$ cat src/rtl/dual_wiper_spi.sv
module dual_wiper_spi #(
  parameter int WIPER_W = 10,
  parameter int DATA_W  = 16,
  parameter int ADDR_W  = 4,
  parameter int CMD_W   = 4
) (
  input  logic               clk,
  input  logic               rst_n,
  input  logic               cs_n,
  input  logic               sclk,
  input  logic               sdi,
  output logic               sdo,
  output logic [WIPER_W-1:0] wiper0,
  output logic [WIPER_W-1:0] wiper1
);
  localparam int FRAME_W = CMD_W + ADDR_W + DATA_W;
  localparam int DEPTH   = 1 << ADDR_W;
  localparam int CNT_W   = $clog2(FRAME_W + 2);
  localparam logic [CNT_W-1:0]   FULL = CNT_W'(FRAME_W);
  localparam logic [CNT_W-1:0]   OVER = CNT_W'(FRAME_W + 1);
  localparam logic [WIPER_W-1:0] WMAX = '1;
  localparam logic [WIPER_W-1:0] WMID = {1'b1, {(WIPER_W-1){1'b0}}};

  localparam logic [CMD_W-1:0] OP_RESTORE = CMD_W'(1);
  localparam logic [CMD_W-1:0] OP_STORE   = CMD_W'(2);
  localparam logic [CMD_W-1:0] OP_WMEM    = CMD_W'(3);
  localparam logic [CMD_W-1:0] OP_RELOAD  = CMD_W'(8);
  localparam logic [CMD_W-1:0] OP_RMEM    = CMD_W'(9);
  localparam logic [CMD_W-1:0] OP_RWIP    = CMD_W'(10);
  localparam logic [CMD_W-1:0] OP_WWIP    = CMD_W'(11);

  logic cs_q, cs_p, sck_q, sck_p, sdi_q;
  logic [FRAME_W-1:0] sr;
  logic [CNT_W-1:0]   cnt;
  logic               sdo_r;
  logic [WIPER_W-1:0] wip [2];
  logic [DATA_W-1:0]  mem [DEPTH];

  wire cs_fall  = cs_p & ~cs_q;
  wire cs_rise  = ~cs_p & cs_q;
  wire sck_rise = ~cs_q & sck_q & ~sck_p;
  wire sck_fall = ~cs_q & ~sck_q & sck_p;
  wire exec     = cs_rise & (cnt == FULL);

  wire [CMD_W-1:0]  cmd  = sr[FRAME_W-1 -: CMD_W];
  wire [ADDR_W-1:0] addr = sr[DATA_W +: ADDR_W];
  wire [DATA_W-1:0] data = sr[DATA_W-1:0];
  wire              sel  = addr[0];

  assign wiper0 = wip[0];
  assign wiper1 = wip[1];
  assign sdo    = cs_q ? 1'b0 : sdo_r;

  function automatic logic [WIPER_W-1:0] step(input logic [WIPER_W-1:0] w,
                                              input logic [CMD_W-1:0] c);
    case (c[3:1])
      3'b010:  step = w >> 1;
      3'b011:  step = (w == '0) ? w : w - 1'b1;
      3'b110:  step = w[WIPER_W-1] ? WMAX : (w << 1);
      3'b111:  step = (w == WMAX) ? w : w + 1'b1;
      default: step = w;
    endcase
  endfunction

  always_ff @(posedge clk) begin
    if (!rst_n) begin
      cs_q <= 1'b1; cs_p <= 1'b1;
      sck_q <= 1'b0; sck_p <= 1'b0; sdi_q <= 1'b0;
    end else begin
      cs_q <= cs_n; cs_p <= cs_q;
      sck_q <= sclk; sck_p <= sck_q; sdi_q <= sdi;
    end
  end

  always_ff @(posedge clk) begin
    if (!rst_n) begin
      sr <= '0; cnt <= '0; sdo_r <= 1'b0;
    end else if (cs_fall) begin
      cnt   <= '0;
      sdo_r <= sr[FRAME_W-1];
    end else if (sck_rise) begin
      sr  <= {sr[FRAME_W-2:0], sdi_q};
      cnt <= (cnt == OVER) ? cnt : cnt + 1'b1;
    end else if (sck_fall) begin
      sdo_r <= sr[FRAME_W-1];
    end else if (exec && cmd == OP_RMEM) begin
      sr[DATA_W-1:0] <= mem[addr];
    end else if (exec && cmd == OP_RWIP) begin
      sr[DATA_W-1:0] <= DATA_W'(wip[sel]);
    end
  end

  always_ff @(posedge clk) begin
    if (!rst_n) begin
      for (int k = 0; k < DEPTH; k++) mem[k] <= (k < 2) ? DATA_W'(WMID) : '0;
    end else if (exec) begin
      if (cmd == OP_STORE) mem[ADDR_W'(sel)] <= DATA_W'(wip[sel]);
      else if (cmd == OP_WMEM) mem[addr] <= data;
    end
  end

  always_ff @(posedge clk) begin
    if (!rst_n) begin
      for (int k = 0; k < 2; k++) wip[k] <= WMID;
    end else if (exec) begin
      for (int k = 0; k < 2; k++) begin
        if (cmd == OP_RELOAD || (cmd == OP_RESTORE && sel == 1'(k)))
          wip[k] <= mem[k][WIPER_W-1:0];
        else if (cmd == OP_WWIP && sel == 1'(k))
          wip[k] <= data[WIPER_W-1:0];
        else if (cmd[2] && (cmd[0] || sel == 1'(k)))
          wip[k] <= step(wip[k], cmd);
      end
    end
  end

  assert_short_frame_R2: assert property (@(posedge clk) disable iff (!rst_n)
    (cs_rise && cnt != FULL) |=> ($stable(wiper0) && $stable(wiper1)));
  assert_idle_hold_R2: assert property (@(posedge clk) disable iff (!rst_n)
    !exec |=> ($stable(wiper0) && $stable(wiper1)));
  assert_wiper_write_R3: assert property (@(posedge clk) disable iff (!rst_n)
    (exec && cmd == OP_WWIP && !sel) |=> wiper0 == $past(data[WIPER_W-1:0]));
  assert_inc_no_wrap_R4: assert property (@(posedge clk) disable iff (!rst_n)
    (exec && cmd[3:1] == 3'b111) |=> (wiper0 >= $past(wiper0) && wiper1 >= $past(wiper1)));
  assert_dec_no_wrap_R4: assert property (@(posedge clk) disable iff (!rst_n)
    (exec && cmd[3:1] == 3'b011) |=> (wiper0 <= $past(wiper0) && wiper1 <= $past(wiper1)));
  assert_read_patch_R8: assert property (@(posedge clk) disable iff (!rst_n)
    (exec && cmd == OP_RWIP) |=> sr[DATA_W-1:0] == DATA_W'($past(wip[sel])));
endmodule

$ cat config.mk
export PLATFORM = sky130hd
export DESIGN_NAME = dual_wiper_spi
export DESIGN_NICKNAME = d
export VERILOG_FILES = /design/src/rtl/dual_wiper_spi.sv
export SDC_FILE = /design/constraint.sdc
export NUM_CORES = 1
export LEC_CHECK = 0
export ABC_AREA = 0
export BUFFER_PORTS_ARGS = -buffer_cell sky130_fd_sc_hd__buf_4
export CAP_MARGIN = 10
export CORE_UTILIZATION = 57
export DETAILED_ROUTE_END_ITERATION = 8
export GPL_ROUTABILITY_DRIVEN = 0
export HOLD_SLACK_MARGIN = 0.06
export PLACE_DENSITY = 0.78
export SLEW_MARGIN = 20
export SYNTH_ARGS = -nofsm -noshare
export SYNTH_HDL_FRONTEND = slang
export SYNTH_SLANG_ARGS = --single-unit
$ cat constraint.sdc
create_clock -name clk -period 2.9 [get_ports clk]
set_input_delay 0.58 -clock clk [delete_from_list [all_inputs] [get_ports clk]]
set_output_delay 0.58 -clock clk [all_outputs]
set_load 0.02 [all_outputs]
==> Word-level counts from Yosys, hierarchy flattened <==
Memories as Yosys holds them, arrays and structs flattened. A register that Yosys moved wholly into a read port is not among the register bits.
Cells that the tools add are included.
{ "word_totals": {"in_bits": 5, "ramBits": 276, "wordCells": 159, "memories": 2, "register_bits": 35} }
{ "classes": {"bitwise": 21, "addsub": 5, "eq_ne": 17, "n_mux": 82, "reduce_logical": 23} }
{ "mem_list": {"columns": ["memory", "words", "width", "rd", "rd_ports_with_merged_regs", "wr", "line", "rtl"], "rows": [
  ["mem", 16, 16, 3, 1, 16, "37", "logic [DATA_W-1:0] mem [DEPTH];"],
  ["wip", 2, 10, 3, 1, 2, "36", "logic [WIPER_W-1:0] wip [2];"]
]} }
{ "op_table": {"columns": ["operator", "n"], "rows": [
  ["two-way mux 10 bit", 22],
  ["two-way mux 16 bit", 6],
  ["one-hot mux 10 bit (4 select lines)", 2],
  ["two-way mux 1 bit", 48],
  ["OR reduction 16 bit", 2],
  ["adder 10 x 1 -> 10 bit (second input constant)", 2],
  ["equality test 10 bit (second input constant)", 2],
  ["logical NOT 10 bit", 2],
  ["subtractor 10 x 1 -> 10 bit (second input constant)", 2],
  ["equality test 4 bit (second input constant)", 4],
  ["two-way mux 4 bit", 4],
  ["equality test 5 bit (second input constant)", 2],
  ["equality test 4 x 2 -> 1 bit (second input constant)", 2],
  ["logical AND 1 bit", 8],
  ["inverter 1 bit", 8],
  ["AND 1 bit", 7],
  ["equality test 3 x 2 -> 1 bit (second input constant)", 2],
  ["equality test 3 bit (second input constant)", 2],
  ["OR 1 bit", 6],
  ["AND reduction 2 bit", 3],
  ["adder 5 x 1 -> 5 bit (second input constant)", 1],
  ["equality test 4 x 1 -> 1 bit (second input constant)", 1],
  ["logical OR 1 bit", 4],
  ["!= test 2 bit (second input constant)", 2],
  ["4 further kinds", 4]
]} }

==> Longest topological paths before layout <==
{ "depth": {"word_depth": 10, "ltp_mapped": 10} }

==> Least setup slack after synthesis <==
Ideal clock, no wire load.
{ "synth_timing": {"path_kind": "register to register", "from": "reg sr[21]", "to": "mem wip[1][8], data pin", "path_buffers": 1, "setup_ns": 0.188, "arrival_ns": 2.598, "path_slack_ns": 0.114, "stages_incl_launch_ff": 11, "cell_sequence": "dfxtp_1 buf_2 and2_1 nand2_1 fa_1 a21oi_1 o21ai_0 a2111oi_0 or4_1 a21oi_1 o41ai_1"} }
{ "synth_rtl": {"columns": ["item", "line", "rtl"], "rows": [
  ["start: declaration", "33", "logic [FRAME_W-1:0] sr;"],
  ["start signal: assignment", "82", "sr <= {sr[FRAME_W-2:0], sdi_q};"],
  ["start signal: indexed assignment", "87", "sr[DATA_W-1:0] <= mem[addr];"],
  ["start signal: indexed assignment", "89", "sr[DATA_W-1:0] <= DATA_W'(wip[sel]);"],
  ["end: declaration", "36", null]
]} }

==> impl_metrics.csv <==
group,metric,value,unit
pwr,power.density,573,mW/mm^2
final_layout,layout-drive-gt1-share,21.4,%
yosys,ys.flop_type,"edfxtp_1",
sta,holdWs,0.253,ns
place,place_area,0.0163,mm^2
detailed_routing,via_per_inst,6.62,
cts,clockBufferDepth,3,
sta,period_needed,2.73,ns
critical_path,crit_path_cell_trace,"and2_1, nand2_1, buf_4, ha_1, a211oi_1, o31ai_1, o31ai_2, o21ai_0, xnor2_1, o41ai_1",
global_route,grt_pass1_vias,10600,
floorplan,die_h,166,um
yosys,synth_edf_count,276,
pwr,switchingPower,2160,uW
sta,drv_slew,0,
pwr,clock_power_share,42.0,%
place,portBuffers,25,
critical_path,crit_required,3.23,ns
detailed_routing,totalWireLength,41.5,mm
pwr,leakagePower,0.00578,uW
cts,cts_htree_levels,2,
yosys,syn_inst,1222,
global_route,antenna_found_initial,0,
sta,fin_skew,0.0163,ns
worst_hold_path,hp-class,"in -> reg",
floorplan,ios,26,
cts,tritoncts,"built",
sta,worst_slew_pin_slew,0.865,ns
yosys,ys_types,73,
detailed_routing,wl_per_cell,25.3,um
pwr,max-vdd-ir-drop,0.000561,V
critical_path,crit_arrival,3.06,ns
cts,clk_pin_slew,0.06,ns
pwr,p_int,7820,uW
sta,setup_tns,0,ns
critical_path,path_class,"reg -> reg",
cts,postCtsHoldBufs,0,
floorplan,rows,59,
global_route,grt_usage,30.8,%
final_layout,utilization,66.5,%
sta,finalCritPeriodShare,94.2,%
critical_path,crit_start,"sr[21]$_SDFFE_PN0P_",
yosys,synth_top_area_share,54.0,%
final_layout,area_delta_synth_final,13.4,%
global_route,grt_max_degree,57,
critical_path,cp-start-kind,"flip-flop",
yosys,synth.area.top_cells,"edfxtp_1, mux4_2, nor2_1, dfxtp_1, nand2_1",
floorplan,die-width,166,um
critical_path,r2r_start,"sr[21]$_SDFFE_PN0P_",
final_layout,final_common_cell,"nor2_1",
critical_path,critPathMaxFanout,13,
sta,rsz0062_at_grt,"false",
detailed_routing,dr.first_iter.drc_count,1573,
place,dp.final_hpwl,27.1,mm
detailed_routing,vias,10900,
final_layout,final_nets,1307,
sta,fmax,0.366,GHz
yosys,avgSynthCellArea,12.6,um^2
yosys,ys_seq_elements,316,
outcome,status,"finished, violations left",
global_route,grt_pass1_wl,63.5,mm
cts,clk_latency,0.52,ns
cts,cts_buffers,34,
sta,slew_headroom,42.2,%
critical_path,slowest_stage,"dfxtp_1",
yosys,synth.net_count,1248,
outcome,violations,"design-rule violations",
yosys,synth_area,0.0154,mm^2
critical_path,cp-end-kind,"flip-flop",
final_layout,layout_common_cells,"nor2_1, edfxtp_1, nand2_1, buf_4, mux4_2",
pwr,seqPwrFrac,52.4,%
global_route,grt-ovfl-total,0,
final_layout,fin_area,0.0174,mm^2
sta,final_hold_viol_count,0,
yosys,ys_warn_count,0,
floorplan,dieArea,0.0276,mm^2
yosys,synth_async_sr_flop_share,0,%
sta,setup-violations-final,0,
final_layout,antenna_cells,0,
detailed_routing,drc,3,
pwr,p_comb_share,5.5,%
cts,cts_num_sinks,316,
floorplan,coreArea,0.0262,mm^2
detailed_routing,drtAntennaViolNets,0,
floorplan,initial_core_util,58.6,%
yosys,ys_seq_area_share,59.2,%
pwr,p_sw_share,21.7,%
worst_hold_path,min_from,"cs_n",
flow_run,drv_cap,0,
cts,clock_tree.root_cell,"clkbuf_16",
critical_path,max_stage_delay,0.33,ns
yosys,yosysTopAreaCell,"edfxtp_1",
detailed_routing,dr.pass1.iters,8,
-- sequential cells by signal, summed over array words and instances, names as in the netlist, named ones only --
register / cells
mem: 256
cnt: 5
cs_p: 1
cs_q: 1
sr: 24
sck_q: 1
wip: 20
sck_p: 1
sdi_q: 1
sdo_r: 1
-- power groups by stage --
stage          combinational (uW)  clock (uW)  sequential (uW)
2_1_floorplan                 300           0             5300
3_3_place_gp                  523           0             5310
3_5_place_dp                  532           0             5320
4_1_cts                       539        4210             5240
5_1_grt                       581        4380             5250
6_report                      550        4200             5240
-- what timing repair did --
action                                  in CTS  in global routing
gates resized for setup                      0                  3
hold endpoints to repair                     0                  0
setup buffers                                0                  0
endpoints found under the setup margin       0                  2
-- path summary, 6_finish.rpt --
path	cells past startpoint	slack, ns	to
worst max-delay path	10	0.17	wip[1][9]$_DFFE_PP_
worst min-delay path	2	0.25	cs_q$_SDFF_PN1_
worst max register to register	10	0.17	wip[1][9]$_DFFE_PP_
worst min register to register	1	0.50	sck_p$_SDFF_PN0_
-- critical path, delay by kind of cell, from the launching register on --
family	cells	cell delay (ns)
AOI/OAI and AO/OA	5	1.11
and+or+nand+nor	2	0.36
DFF	1	0.33
adders and majority gates	1	0.31
buffers and inverters	1	0.28
xor gates and xnor gates	1	0.16
-- per-stage QoR --
step	power [uW]	setup slack (ns)	instances
5_1_grt	10200	0.000117	1641
3_5_place_dp	5860	0.144	1580
2_1_floorplan	5600	0.114	1222
6_report	9990	0.169	1641
3_3_place_gp	5830	0.283	1580
4_1_cts	9990	0.0899	1641
-- cells by family after synthesis --
kind of cell               Yosys count  share of synthesized area (%)
AOI/OAI and AO/OA                  184                           8.48
xor gates and xnor gates            18                           1.03
adders and majority gates           21                           1.81
buffers and inverters               97                           2.77
DFF                                316                           59.2
muxes                              107                           13.1
and+or+nand+nor                    479                           13.6
-- Yosys cell counts (10+ instances only) --
master / count
nor2_1: 298
edfxtp_1: 276
nand2_1: 103
mux4_2: 74
clkbuf_1: 44
dfxtp_1: 40
buf_2: 37
o21ai_0: 36
a21oi_1: 33
mux2i_1: 24
ha_1: 19
o21ai_1: 12
xnor2_1: 12
nand3_1: 11
a211oi_1: 10
a221oi_1: 10
o221a_2: 10
-- final cells by class --
class / count / area (um^2)
clock inverter: 11 / 77.6
fill: 1816 / 8790
tap: 335 / 419
timing repair buffer: 110 / 938
sequential: 316 / 9090
inverter: 10 / 37.5
multi-input combinational: 809 / 5860
clock buffer: 50 / 995
-- per-layer routing --
metal  track usage, %  wire (um)  vias up
li1                 -          -     4682
met1             40.3      15100     5328
met2             50.1      20100      721
met3             5.48       4330      130
met4             14.7       1950        0
met5                0          0        -
Note: power is estimated with default switching activity, not from simulation.
